File: src/rtl/frm_pkg.sv
package frm_pkg;
  localparam int OCT_W  = 8;
  localparam int CODE_W = 10;

  // negative-disparity forms of the two control characters used
  localparam logic [CODE_W-1:0] K285_NEG = 10'b0011111010;
  localparam logic [CODE_W-1:0] K287_NEG = 10'b0011111000;

  // octet values (K flag set for the control ones)
  localparam logic [OCT_W-1:0] OCT_K285  = 8'hBC;
  localparam logic [OCT_W-1:0] OCT_K287  = 8'hFC;
  localparam logic [OCT_W-1:0] OCT_D16_2 = 8'h50;
  localparam logic [OCT_W-1:0] OCT_D5_6  = 8'hC5;

  typedef enum logic [1:0] {
    SRC_SAMPLE = 2'd0,
    SRC_ALT    = 2'd1,
    SRC_RAMP   = 2'd2,
    SRC_ZERO   = 2'd3
  } src_sel_e;
endpackage

File: src/rtl/frm_pattern_src.sv
module frm_pattern_src #(
  parameter int W = 16
) (
  input  logic         clk,
  input  logic         rst_n,
  input  logic [W-1:0] sample,
  input  logic [1:0]   sel,
  input  logic         adv,
  output logic [W-1:0] dout
);
  import frm_pkg::*;

  logic [W-1:0] cnt_q, cnt_d;

  always_comb begin
    cnt_d = cnt_q;
    if (adv) cnt_d = cnt_q + 1'b1;
  end

  always_ff @(posedge clk or negedge rst_n) begin
    if (!rst_n) cnt_q <= '0;
    else        cnt_q <= cnt_d;
  end

  always_comb begin
    unique case (src_sel_e'(sel))
      SRC_SAMPLE: dout = sample;
      SRC_ALT:    dout = cnt_q[0] ? {(W/2){2'b10}} : {(W/2){2'b01}};
      SRC_RAMP:   dout = cnt_q;
      default:    dout = '0;
    endcase
  end

  // count moves by exactly one per data frame and holds otherwise
  assert_cnt_step_R12: assert property (@(posedge clk) disable iff (!rst_n)
    adv |=> cnt_q == W'($past(cnt_q) + 1'b1));
  assert_cnt_hold_R12: assert property (@(posedge clk) disable iff (!rst_n)
    !adv |=> $stable(cnt_q));
endmodule

File: src/rtl/frm_scrambler.sv
module frm_scrambler #(
  parameter int          W    = 16,
  parameter logic [14:0] SEED = 15'h7FFF
) (
  input  logic         clk,
  input  logic         rst_n,
  input  logic         adv,
  input  logic [W-1:0] din,
  output logic [W-1:0] dout
);
  logic [14:0] state_q, state_d;

  // 1 + x^14 + x^15, self-synchronizing, MSB first; state[0] is newest bit
  always_comb begin
    logic [14:0] st;
    logic        b;
    st = state_q;
    for (int i = W - 1; i >= 0; i--) begin
      b       = din[i] ^ st[13] ^ st[14];
      dout[i] = b;
      st      = {st[13:0], b};
    end
    state_d = st;
  end

  always_ff @(posedge clk or negedge rst_n) begin
    if (!rst_n)   state_q <= SEED;
    else if (adv) state_q <= state_d;
  end

  // after an advancing frame the state equals the newest scrambled bits
  assert_state_tracks_R7: assert property (@(posedge clk) disable iff (!rst_n)
    adv |=> state_q == $past(dout[14:0]));
  assert_state_hold_R7: assert property (@(posedge clk) disable iff (!rst_n)
    !adv |=> $stable(state_q));
endmodule

File: src/rtl/frm_enc8b10b.sv
module frm_enc8b10b (
  input  logic [7:0] din,
  input  logic       is_k,
  input  logic       rd_in,   // 1 = positive running disparity
  output logic [9:0] code,
  output logic       rd_out
);
  logic [5:0] six_n, six;
  logic [3:0] four_n, four, kfour;
  logic       rd6, use_a7;
  logic [9:0] kbase;

  always_comb begin
    unique case (din[4:0])
      5'd0:  six_n = 6'b100111;  5'd1:  six_n = 6'b011101;
      5'd2:  six_n = 6'b101101;  5'd3:  six_n = 6'b110001;
      5'd4:  six_n = 6'b110101;  5'd5:  six_n = 6'b101001;
      5'd6:  six_n = 6'b011001;  5'd7:  six_n = 6'b111000;
      5'd8:  six_n = 6'b111001;  5'd9:  six_n = 6'b100101;
      5'd10: six_n = 6'b010101;  5'd11: six_n = 6'b110100;
      5'd12: six_n = 6'b001101;  5'd13: six_n = 6'b101100;
      5'd14: six_n = 6'b011100;  5'd15: six_n = 6'b010111;
      5'd16: six_n = 6'b011011;  5'd17: six_n = 6'b100011;
      5'd18: six_n = 6'b010011;  5'd19: six_n = 6'b110010;
      5'd20: six_n = 6'b001011;  5'd21: six_n = 6'b101010;
      5'd22: six_n = 6'b011010;  5'd23: six_n = 6'b111010;
      5'd24: six_n = 6'b110011;  5'd25: six_n = 6'b100110;
      5'd26: six_n = 6'b010110;  5'd27: six_n = 6'b110110;
      5'd28: six_n = 6'b001110;  5'd29: six_n = 6'b101110;
      5'd30: six_n = 6'b011110;  default: six_n = 6'b101011;
    endcase
    if (rd_in && (($countones(six_n) != 3) || (six_n == 6'b111000)))
      six = ~six_n;
    else
      six = six_n;
    rd6    = ($countones(six) == 3) ? rd_in : ($countones(six) > 3);
    use_a7 = (din[7:5] == 3'd7) &&
             ((!rd6 && six[1:0] == 2'b11) || (rd6 && six[1:0] == 2'b00));
    unique case (din[7:5])
      3'd0: four_n = 4'b1011;  3'd1: four_n = 4'b1001;
      3'd2: four_n = 4'b0101;  3'd3: four_n = 4'b1100;
      3'd4: four_n = 4'b1101;  3'd5: four_n = 4'b1010;
      3'd6: four_n = 4'b0110;  default: four_n = use_a7 ? 4'b0111 : 4'b1110;
    endcase
    if (rd6 && (($countones(four_n) != 2) || (four_n == 4'b1100)))
      four = ~four_n;
    else
      four = four_n;
    // K28.y, negative-disparity form; positive form is the full complement
    unique case (din[7:5])
      3'd0: kfour = 4'b0100;  3'd1: kfour = 4'b1001;
      3'd2: kfour = 4'b0101;  3'd3: kfour = 4'b0011;
      3'd4: kfour = 4'b0010;  3'd5: kfour = 4'b1010;
      3'd6: kfour = 4'b0110;  default: kfour = 4'b1000;
    endcase
    kbase = {6'b001111, kfour};
    if (is_k) code = rd_in ? ~kbase : kbase;
    else      code = {six, four};
    rd_out = ($countones(code) == 5) ? rd_in : ($countones(code) > 5);
  end

  // group disparity bounded by the disparity it started from
  always_comb begin
    assert_disp_bounded_R3: assert (rd_in ? ($countones(code) inside {4, 5})
                                          : ($countones(code) inside {5, 6}))
      else $error("code group disparity out of range");
  end
endmodule

File: src/rtl/frm_link_assembler.sv
module frm_link_assembler #(
  parameter int          SAMPLE_W = 16,
  parameter logic [14:0] SCR_SEED = 15'h7FFF
) (
  input  logic                       clk,
  input  logic                       rst_n,
  input  logic [SAMPLE_W-1:0]        sample_in,
  input  logic                       sync_req,
  input  logic                       scramble_en,
  input  logic                       align_mon_en,
  input  logic [1:0]                 pattern_sel,
  output logic [SAMPLE_W/8*10-1:0]   word_out
);
  import frm_pkg::*;

  localparam int GROUPS = SAMPLE_W / OCT_W;
  localparam int WORD_W = GROUPS * CODE_W;

  // reset: asynchronous assertion, synchronous release
  logic rst_meta, rst_q;
  always_ff @(posedge clk or negedge rst_n) begin
    if (!rst_n) begin
      rst_meta <= 1'b0;
      rst_q    <= 1'b0;
    end else begin
      rst_meta <= 1'b1;
      rst_q    <= rst_meta;
    end
  end

  // stage 1: frame source and per-frame controls
  logic [SAMPLE_W-1:0] pat_data;
  logic                pat_adv;
  logic [SAMPLE_W-1:0] s1_data_q, s1_data_d;
  logic                s1_idle_q, s1_idle_d;
  logic                s1_scr_q,  s1_scr_d;
  logic                s1_fam_q,  s1_fam_d;

  assign pat_adv = !sync_req;

  frm_pattern_src #(.W(SAMPLE_W)) u_pat (
    .clk    (clk),
    .rst_n  (rst_q),
    .sample (sample_in),
    .sel    (pattern_sel),
    .adv    (pat_adv),
    .dout   (pat_data)
  );

  always_comb begin
    s1_data_d = pat_data;
    s1_idle_d = sync_req;
    s1_scr_d  = scramble_en;
    s1_fam_d  = align_mon_en;
  end

  always_ff @(posedge clk or negedge rst_q) begin
    if (!rst_q) begin
      s1_data_q <= '0;
      s1_idle_q <= 1'b1;
      s1_scr_q  <= 1'b0;
      s1_fam_q  <= 1'b0;
    end else begin
      s1_data_q <= s1_data_d;
      s1_idle_q <= s1_idle_d;
      s1_scr_q  <= s1_scr_d;
      s1_fam_q  <= s1_fam_d;
    end
  end

  // stage 2: scramble, encode, register
  logic                scr_adv;
  logic [SAMPLE_W-1:0] scr_out, enc_in;
  logic [GROUPS:0]     rd_chain;
  logic [WORD_W-1:0]   word_d;
  logic                rd_q;

  assign scr_adv = !s1_idle_q && s1_scr_q;

  frm_scrambler #(.W(SAMPLE_W), .SEED(SCR_SEED)) u_scr (
    .clk   (clk),
    .rst_n (rst_q),
    .adv   (scr_adv),
    .din   (s1_data_q),
    .dout  (scr_out)
  );

  assign enc_in      = s1_scr_q ? scr_out : s1_data_q;
  assign rd_chain[0] = rd_q;

  for (genvar g = 0; g < GROUPS; g++) begin : g_grp
    logic [OCT_W-1:0] oct, sel_oct;
    logic             sel_k;
    assign oct = enc_in[SAMPLE_W-1-OCT_W*g -: OCT_W];
    always_comb begin
      sel_oct = oct;
      sel_k   = 1'b0;
      if (s1_idle_q) begin
        if (g == 0) begin
          sel_oct = OCT_K285;
          sel_k   = 1'b1;
        end else begin
          sel_oct = rd_chain[g] ? OCT_D16_2 : OCT_D5_6;
        end
      end else if ((g == GROUPS - 1) && s1_fam_q && (oct == 8'hFF)) begin
        sel_oct = OCT_K287;
        sel_k   = 1'b1;
      end
    end
    frm_enc8b10b u_enc (
      .din    (sel_oct),
      .is_k   (sel_k),
      .rd_in  (rd_chain[g]),
      .code   (word_d[WORD_W-1-CODE_W*g -: CODE_W]),
      .rd_out (rd_chain[g+1])
    );
  end

  always_ff @(posedge clk or negedge rst_q) begin
    if (!rst_q) begin
      word_out <= '0;
      rd_q     <= 1'b0;
    end else begin
      word_out <= word_d;
      rd_q     <= rd_chain[GROUPS];
    end
  end

  // idle frames open with a comma and close at negative disparity
  assert_idle_comma_R5: assert property (@(posedge clk) disable iff (!rst_q)
    s1_idle_q |=> (word_out[WORD_W-1 -: CODE_W] == K285_NEG) ||
                  (word_out[WORD_W-1 -: CODE_W] == ~K285_NEG));
  assert_idle_ends_neg_R5: assert property (@(posedge clk) disable iff (!rst_q)
    s1_idle_q |=> !rd_q);
  // without the monitor no K28.7 reaches the last group
  assert_no_sub_R10: assert property (@(posedge clk) disable iff (!rst_q)
    (!s1_fam_q || s1_idle_q) |=> (word_out[CODE_W-1:0] != K287_NEG) &&
                                 (word_out[CODE_W-1:0] != ~K287_NEG));
endmodule

File: config.mk
export PLATFORM = sky130hd
export DESIGN_NAME = frm_link_assembler
export DESIGN_NICKNAME = d
export VERILOG_FILES = /design/src/rtl/frm_pkg.sv /design/src/rtl/frm_pattern_src.sv /design/src/rtl/frm_scrambler.sv /design/src/rtl/frm_enc8b10b.sv /design/src/rtl/frm_link_assembler.sv
export SDC_FILE = /design/constraint.sdc
export NUM_CORES = 1
export LEC_CHECK = 0
export ABC_AREA = 1
export BUFFER_PORTS_ARGS = -buffer_cell sky130_fd_sc_hd__buf_4
export CORE_MARGIN = 2
export CORE_UTILIZATION = 29
export CTS_CLUSTER_DIAMETER = 40
export DETAILED_ROUTE_END_ITERATION = 10
export SYNTH_ARGS = -nofsm -noshare
export SYNTH_HDL_FRONTEND = slang
export SYNTH_SLANG_ARGS = --single-unit
export TNS_END_PERCENT = 100
File: constraint.sdc
create_clock -name clk -period 2.2 [get_ports clk]
set_clock_uncertainty 0.1 [all_clocks]
set_input_delay 0.22 -clock clk [delete_from_list [all_inputs] [get_ports clk]]
set_output_delay 0.22 -clock clk [all_outputs]
set_load 0.05 [all_outputs]
==> results of run 1 <==
stage by stage:
stage,worst slack [ns],utilization [%],cell area [um^2]
after global placement,-12.42,40.8,8290
final,-12.48,48.1,9770
after detailed placement,-12.73,40.8,8290
after floorplan,-11.94,-,6200
after CTS,-12.34,47.3,9600
after global routing,-13.20,48.1,9770
metal layers:
metal	routed length (um)	up-vias
li1	-	3089
met1	6980	2748
met2	8340	85
met3	490	23
met4	248	0
met5	0	-
cells by family (layout without fill, tap and decap cells):
group / Yosys count / in the layout / synth area share (%)
buf+inv: 140 / 449 / 8.97
other cells: 1 / 1 / 0.0624
simple gates: 373 / 373 / 28.9
compound gates: 84 / 84 / 8.89
xor+xnor: 37 / 37 / 5.52
mux: 1 / 1 / 0.166
fa+ha+maj: 68 / 68 / 16.8
flops: 73 / 73 / 30.7
synth_stat cells (2+ instances only):
cell type  number
and2_1          2
o21a_1          4
inv_2           8
ha_1           47
nand3b_1        3
inv_1         120
nand2_1       204
dfstp_2        16
xnor2_1         9
nand3_1        72
nor3_1          8
o21ai_1         2
xor2_1         27
buf_2           3
clkbuf_1        7
a21oi_2         2
o211ai_1       20
nor2_1         31
nand2_2        12
nor2_2          5
nand4_1         9
nand3_2        10
fa_1           21
o21ai_0        32
a21boi_0        2
a21oi_1        10
dfrtp_1        57
a211oi_1        2
o21ai_2         3
or2_2           8
timing repair:
item	CTS	global route
pin swaps	47	61
gates resized for setup	80	84
hold endpoints to repair	8	0
setup endpoints to repair	21	24
buffers inserted	77	16
hold buffers	6	0
worst min-delay path: stages:
cell      delay, ns
buf_4          0.08
nand2_1        0.05
o211ai_1       0.08
cell type report:
| class | instances | area share, % |
|---|---|---|
| Tap cell | 270 | 3.46 |
| Inverter | 129 | 5.24 |
| Clock inverter | 6 | 0.999 |
| Timing Repair Buffer | 304 | 24.4 |
| Clock buffer | 10 | 2.45 |
| Multi-Input combinational cell | 564 | 44.5 |
| Sequential cell | 73 | 18.9 |
flip-flops by register name, indices dropped and copies added, names as in the netlist:
register / count
word_out: 20
rst_meta: 1
s1_scr_q: 1
rd_q: 1
u_pat.cnt_q: 16
s1_data_q: 16
u_scr.state_q: 15
s1_fam_q: 1
s1_idle_q: 1
rst_q: 1
worst max-delay path by stage:
| stage | from | endpoint | slack, ns | depth (start not counted) |
|---|---|---|---|---|
| floorplan | u_scr.state_q[7] | rd_q | -11.94 | 89 |
| global placement | u_scr.state_q[6] | rd_q | -12.42 | 87 |
| detailed placement | u_scr.state_q[7] | rd_q | -12.73 | 91 |
| CTS | u_scr.state_q[7] | rd_q | -12.34 | 90 |
| global route | u_scr.state_q[7] | rd_q | -13.20 | 97 |
| finish | u_scr.state_q[7] | rd_q | -12.48 | 96 |
==> impl_metrics.env, run 1 <==
export IMPL_status="complete, but fails checks"
export IMPL_violations="negative setup slack"
export IMPL_grt_pass1_wl_um=28200
export IMPL_hpwl_um=11400
export IMPL_use_met3_pct=3.02
export IMPL_htreeDepth=3
export IMPL_tritoncts="done"
export IMPL_busiest_layer="met2"
export IMPL_yosysTopAreaCellShare_pct=23.7
export IMPL_ys_seq_area_share_pct=30.7
export IMPL_setup_ws_ns=-12.48
export IMPL_place_congestion=0.847
export IMPL_pin_count=43
export IMPL_cp_common_cell="buf_4"
export IMPL_period_share_pct=667
export IMPL_first_pass_iters=4
export IMPL_syn_area_um2=6010
export IMPL_synth_area_per_cell_um2=7.74
export IMPL_grt_usage_pct=15.6
export IMPL_antennaDiodeCount=0
export IMPL_hp_start="sample_in[14]"
export IMPL_r2r_end="rd_q"
export IMPL_ys_ff_latch=73
export IMPL_grt_pass1_vias=6272
export IMPL_grt_max_degree=72
export IMPL_fp_dieH_um=148
export IMPL_start_util_pct=29.6
export IMPL_post_drt_wl_per_cell_um=11.8
export IMPL_synth_main_ff_cell="dfrtp_1"
export IMPL_layout_drive_gt1_share_pct=47.7
export IMPL_final_fill_count=1919
export IMPL_final_common_cell="buf_4"
export IMPL_final_cells=1356
export IMPL_fin_nets=1172
export IMPL_antenna_left=0
export IMPL_dpl_cell_count=1275
export IMPL_clk_path_buf_depth=2
export IMPL_r2r_cells=96
export IMPL_multi_input_area_um2=4350
export IMPL_clkSinkCount=73
export IMPL_finalSetupViolations=21
export IMPL_timing_hold_violations_final=0
export IMPL_worstReg2RegStart="u_scr.state_q[7]"
export IMPL_holdPathStages=3
export IMPL_critPathMaxFanout=5
export IMPL_arrival_ns=14.84
export IMPL_syn_instance_count=777
export IMPL_r2r_slack_ns=-12.48
export IMPL_clock_latency_ns=0.35
export IMPL_drc=0
export IMPL_max_cap_violations=0
export IMPL_cp_start_kind="flip-flop"
export IMPL_met2_usage_pct=28.2
export IMPL_netlist_top_cells_area="dfrtp_1, nand2_1, ha_1, inv_1, dfstp_2"
export IMPL_whs_ns=0.0150
export IMPL_synth_top_cell_by_area="dfrtp_1"
export IMPL_min_period_ns=14.68
export IMPL_regArea_um2=1850
export IMPL_coreArea_um2=20300
export IMPL_critPathKind="reg2reg"
export IMPL_hold_path_end="s1_data_q[14]"
export IMPL_wirelength_um=16100
export IMPL_clockRootBuffer="clkbuf_16"
export IMPL_fmax_ghz=0.0681
export IMPL_numPortBuffers=42
export IMPL_yosysWarnings=0
export IMPL_synth_edf_count=0
export IMPL_hold_class="in2reg"
export IMPL_area_delta_synth_final_pct=62.5
export IMPL_final_max_slew_viol_count=0
export IMPL_antenna_found_initial=0
export IMPL_tns_ns=-140.99
export IMPL_num_rows=52
export IMPL_rsz0062_at_grt="yes"
export IMPL_die_x_um=148
export IMPL_async_reset_ff_share_pct=100
export IMPL_final_cell_mix="buf_4, nand2_1, inv_1, nand3_1, dfrtp_1"
export IMPL_crit_buf_inv=34
export IMPL_die_area_um2=21900
export IMPL_met1_usage_pct=18.6
export IMPL_num_vias=5945
export IMPL_drt_iter0_drc=205
export IMPL_end_kind="flip-flop"
export IMPL_crit_slowest_cell="fa_1"
export IMPL_cts_buffers=9
export IMPL_clk_pin_slew_ns=0.07
export IMPL_syn_num_nets=868
export IMPL_routed_via_density=4.38
export IMPL_grt_ovfl_total=0
export IMPL_cp_required_ns=2.36
export IMPL_synth_distinct_cells=51
export IMPL_path_delay_family="adder cells"
export IMPL_max_stage_delay_ns=0.59
Power of run 1 is not shown: default switching activity piles up to over one toggle a cycle in this logic, so the estimate is an artifact.
==> inputs of run 2 (changes only) <==
Settings changed: CORE_ASPECT_RATIO set to 2.
==> impl_metrics.env, run 2 (synthesis results as in run 1) <==
export IMPL_die_area_um2=22000
export IMPL_rsz0062_at_grt="yes"
export IMPL_holdPathStages=3
export IMPL_tritoncts="done"
export IMPL_cp_depth=93
export IMPL_setup_ws_ns=-12.51
export IMPL_finalSetupViolations=21
export IMPL_pin_count=43
export IMPL_antennaDiodeCount=0
export IMPL_place_congestion=0.879
export IMPL_timing_hold_violations_final=0
export IMPL_hold_class="in2reg"
export IMPL_grt_pass1_wl_um=27800
export IMPL_critPathMaxFanout=7
export IMPL_final_cell_mix="buf_4, nand2_1, inv_1, nand3_1, dfrtp_1"
export IMPL_max_cap_violations=0
export IMPL_coreArea_um2=20400
export IMPL_fin_nets=1179
export IMPL_clockRootBuffer="clkbuf_16"
export IMPL_crit_slowest_cell="fa_1"
export IMPL_regArea_um2=1850
export IMPL_crit_buf_inv=23
export IMPL_fp_dieH_um=208
export IMPL_num_vias=6124
export IMPL_path_delay_family="adder cells"
export IMPL_clkSinkCount=73
export IMPL_clk_pin_slew_ns=0.06
export IMPL_fmax_ghz=0.0680
export IMPL_whs_ns=0.00721
export IMPL_cts_buffers=9
export IMPL_hpwl_um=13000
export IMPL_grt_pass1_vias=6475
export IMPL_end_kind="flip-flop"
export IMPL_multi_input_area_um2=4220
export IMPL_cp_common_cell="inv_2"
export IMPL_max_stage_delay_ns=0.56
export IMPL_antenna_found_initial=0
export IMPL_final_fill_count=1982
export IMPL_arrival_ns=14.86
export IMPL_drt_iter0_drc=158
export IMPL_post_drt_wl_per_cell_um=12.6
export IMPL_critPathKind="reg2reg"
export IMPL_r2r_cells=93
export IMPL_largest_register="word_out"
export IMPL_htreeDepth=3
export IMPL_cp_required_ns=2.35
export IMPL_clock_latency_ns=0.34
export IMPL_layout_drive_gt1_share_pct=46.7
export IMPL_grt_ovfl_total=0
export IMPL_final_common_cell="buf_4"
export IMPL_first_pass_iters=4
export IMPL_min_period_ns=14.71
export IMPL_numPortBuffers=42
export IMPL_period_share_pct=669
export IMPL_violations="negative setup slack"
export IMPL_area_delta_synth_final_pct=60.4
export IMPL_clk_path_buf_depth=2
export IMPL_routed_via_density=4.51
export IMPL_cp_start_kind="flip-flop"
export IMPL_die_x_um=106
export IMPL_largest_reg_flops=20
export IMPL_start_util_pct=29.5
export IMPL_wirelength_um=17100
export IMPL_final_max_slew_viol_count=0
export IMPL_drc=0
export IMPL_num_rows=74
export IMPL_antenna_left=0
export IMPL_grt_usage_pct=15.8
export IMPL_grt_max_degree=55
export IMPL_largestRegisters="word_out: 20 flops, s1_data_q: 16 flops, u_pat.cnt_q: 16 flops"
export IMPL_status="complete, but fails checks"
run 2: changes by cell type in the layout (fill, tap and decap cells not counted), sizes merged:
cell         delta
buf             +4
dlygate4sd3     +3
inv             +3
clkinv          -2
bufinv          -1
clkbuf          -1
clkinvlp        +1
run 2: per-stage QoR:
step	setup TNS, ns	instances	area [um^2]	setup slack, ns	util (%)
3_3_place_gp	-142.11	1270	8280	-12.73	40.6
3_5_place_dp	-143.61	1270	8280	-12.91	40.6
6_report	-139.46	1359	9650	-12.51	47.4
4_1_cts	-139.96	1359	9420	-12.57	46.3
2_1_floorplan	-127.06	777	6200	-11.94	-
5_1_grt	-149.27	1359	9650	-13.33	47.4
run 2: repair_timing:
action	in CTS	in global routing
setup buffers	67	16
endpoints found under the hold margin	11	0
pin swaps	51	45
setup endpoints to repair	22	23
gates resized for setup	71	61
hold buffers	9	0
run 2: worst min-delay path, stage by stage:
cell      delay (ns)
buf_4           0.07
nand2_1         0.05
o211ai_1        0.07
run 2: area by class of cell:
class / count / area share [%]
well taps: 266 / 3.45
inverters: 129 / 5.20
flip-flops and latches: 73 / 19.2
clock buffers: 9 / 2.33
clock inverters: 7 / 0.869
repair buffers: 311 / 25.2
multi-input cells: 564 / 43.8
run 2: final timing paths:
check                                    end  slack [ns]             start
max reg2reg                             rd_q      -12.51  u_scr.state_q[7]
min reg2reg                         s1_scr_q        0.11             rst_q
max                                     rd_q      -12.51  u_scr.state_q[7]
max in group asynchronous  u_scr.state_q[11]        1.19             rst_q
min in group asynchronous              rst_q        0.10             rst_n
min                            s1_data_q[15]       0.007     sample_in[15]
run 2: per-layer routing:
layer / track usage, % / part of all wire, % / vias to the layer above
met3: 2.20 / 1.9 / 38
met2: 33.9 / 61 / 103
li1: - / - / 3095
met1: 13.6 / 34 / 2888
met4: 6.58 / 3.1 / 0
met5: 0 / 0 / -
Power of run 2 is left out for the same reason.
==> inputs of run 3 (changes only) <==
Settings changed: CORE_UTILIZATION 29 to 55, MAX_ROUTING_LAYER set to met4, PLACE_DENSITY set to 0.77, SKIP_LAST_GASP set to 1.
==> impl_metrics.env, run 3 (synthesis results as in run 1) <==
export IMPL_hpwl_um=13200
export IMPL_period_share_pct=715
export IMPL_clk_path_buf_depth=2
export IMPL_area_delta_synth_final_pct=56.7
export IMPL_post_drt_wl_per_cell_um=18.5
export IMPL_tightest_slew_ns=0.492
export IMPL_final_common_cell="buf_4"
export IMPL_wirelength_um=22200
export IMPL_layout_drive_gt1_share_pct=47.2
export IMPL_max_cap_violations=0
export IMPL_routed_via_density=5.71
export IMPL_grt_pass1_vias=6873
export IMPL_violations="negative setup slack"
export IMPL_num_rows=54
export IMPL_cp_common_cell="inv_2"
export IMPL_pin_count=43
export IMPL_drc=0
export IMPL_htreeDepth=3
export IMPL_cp_start_kind="flip-flop"
export IMPL_min_period_ns=15.74
export IMPL_first_pass_iters=8
export IMPL_worstSetupStartpoint="s1_scr_q"
export IMPL_end_kind="flip-flop"
export IMPL_die_x_um=77.9
export IMPL_final_cell_mix="buf_4, nand2_1, inv_1, nand3_1, dfrtp_1"
export IMPL_place_congestion=0.910
export IMPL_fin_nets=1151
export IMPL_arrival_ns=15.89
export IMPL_post_place_ws_ns=-12.98
export IMPL_grt_ovfl_total=0
export IMPL_slew_limit_headroom_pct=66.9
export IMPL_antenna_left=0
export IMPL_crit_buf_inv=27
export IMPL_largest_reg_flops=20
export IMPL_path_delay_family="adder cells"
export IMPL_hp_start="sample_in[15]"
export IMPL_setup_ws_ns=-13.54
export IMPL_tritoncts="done"
export IMPL_fp_dieH_um=152
export IMPL_grt_usage_pct=32.6
export IMPL_coreArea_um2=10800
export IMPL_hold_class="in2reg"
export IMPL_holdPathStages=3
export IMPL_grt_pass1_wl_um=30000
export IMPL_clkSinkCount=73
export IMPL_clock_latency_ns=0.34
export IMPL_largestRegisters="word_out: 20 flops, s1_data_q: 16 flops, u_pat.cnt_q: 16 flops"
export IMPL_num_vias=6880
export IMPL_antenna_found_initial=0
export IMPL_grt_max_degree=72
export IMPL_timing_hold_violations_final=0
export IMPL_numPortBuffers=42
export IMPL_cts_buffers=9
export IMPL_final_max_slew_viol_count=0
export IMPL_critPathMaxFanout=8
export IMPL_finalSetupViolations=24
export IMPL_rsz0062_at_grt="yes"
export IMPL_worstReg2RegStart="s1_scr_q"
export IMPL_max_stage_delay_ns=0.56
export IMPL_fmax_ghz=0.0635
export IMPL_clockRootBuffer="clkbuf_16"
export IMPL_crit_slowest_cell="fa_1"
export IMPL_start_util_pct=55.6
export IMPL_antennaDiodeCount=0
export IMPL_r2r_cells=93
export IMPL_die_area_um2=11800
export IMPL_cp_required_ns=2.36
export IMPL_clk_pin_slew_ns=0.07
export IMPL_status="complete, but fails checks"
export IMPL_critPathKind="reg2reg"
export IMPL_drt_iter0_drc=471
export IMPL_cp_depth=93
export IMPL_largest_register="word_out"
-- run 3: changes by cell type in the layout (fill, tap and decap cells not counted), sizes merged --
cell         previous run  this run
dlygate4sd3             9         5
clkbuf                  9        10
inv                   134       132
clkinv                  0         1
buf                   302       278
-- run 3: cell type report --
type	count	area (um^2)
inverters	129	504
multi-input cells	564	4340
clock buffers	10	239
clock inverters	6	72.6
fillers	505	1390
flip-flops and latches	73	1850
well taps	140	175
repair buffers	283	2240
-- run 3: tightest hold or removal path: stages --
cell and delay (ns):
buf_4 0.08, nand2_1 0.04, o211ai_1 0.07
-- run 3: worst paths after layout --
path	slack (ns)	to
max	-13.54	rd_q
min	0.007	s1_data_q[15]
max reg2reg	-13.54	rd_q
min reg2reg	0.19	word_out[7]
max in group asynchronous	1.47	u_scr.state_q[6]
min in group asynchronous	0.10	rst_q
-- run 3: repair_timing --
action,CTS,global route
endpoints found under the hold margin,6,0
pin swaps,48,78
resized for setup,49,101
endpoints found under the setup margin,25,24
setup buffers,36,28
hold buffers,5,0
-- run 3: metrics by stage --
step                      utilization, %  instances  hold slack [ns]  cell area [um^2]  setup TNS (ns)
after floorplan                        -        777           -0.176              6200         -127.06
after global placement              74.1       1127          -0.0977              8010         -134.36
after detailed placement            74.1       1127          -0.0969              8010         -143.02
after CTS                           81.6       1183          0.00153              8820         -140.33
after global routing                87.1       1205           0.0170              9420         -157.59
final                               87.1       1205          0.00676              9420         -151.21
-- run 3: layer usage --
| metal | part of all wire [%] | track usage (%) | vias to the layer above |
|---|---|---|---|
| li1 | - | - | 3050 |
| met1 | 32 | 28.3 | 3304 |
| met2 | 56 | 63.0 | 359 |
| met3 | 4.4 | 4.22 | 167 |
| met4 | 7.8 | 20.0 | 0 |
| met5 | 0 | - | - |
Power of run 3 is left out for the same reason.
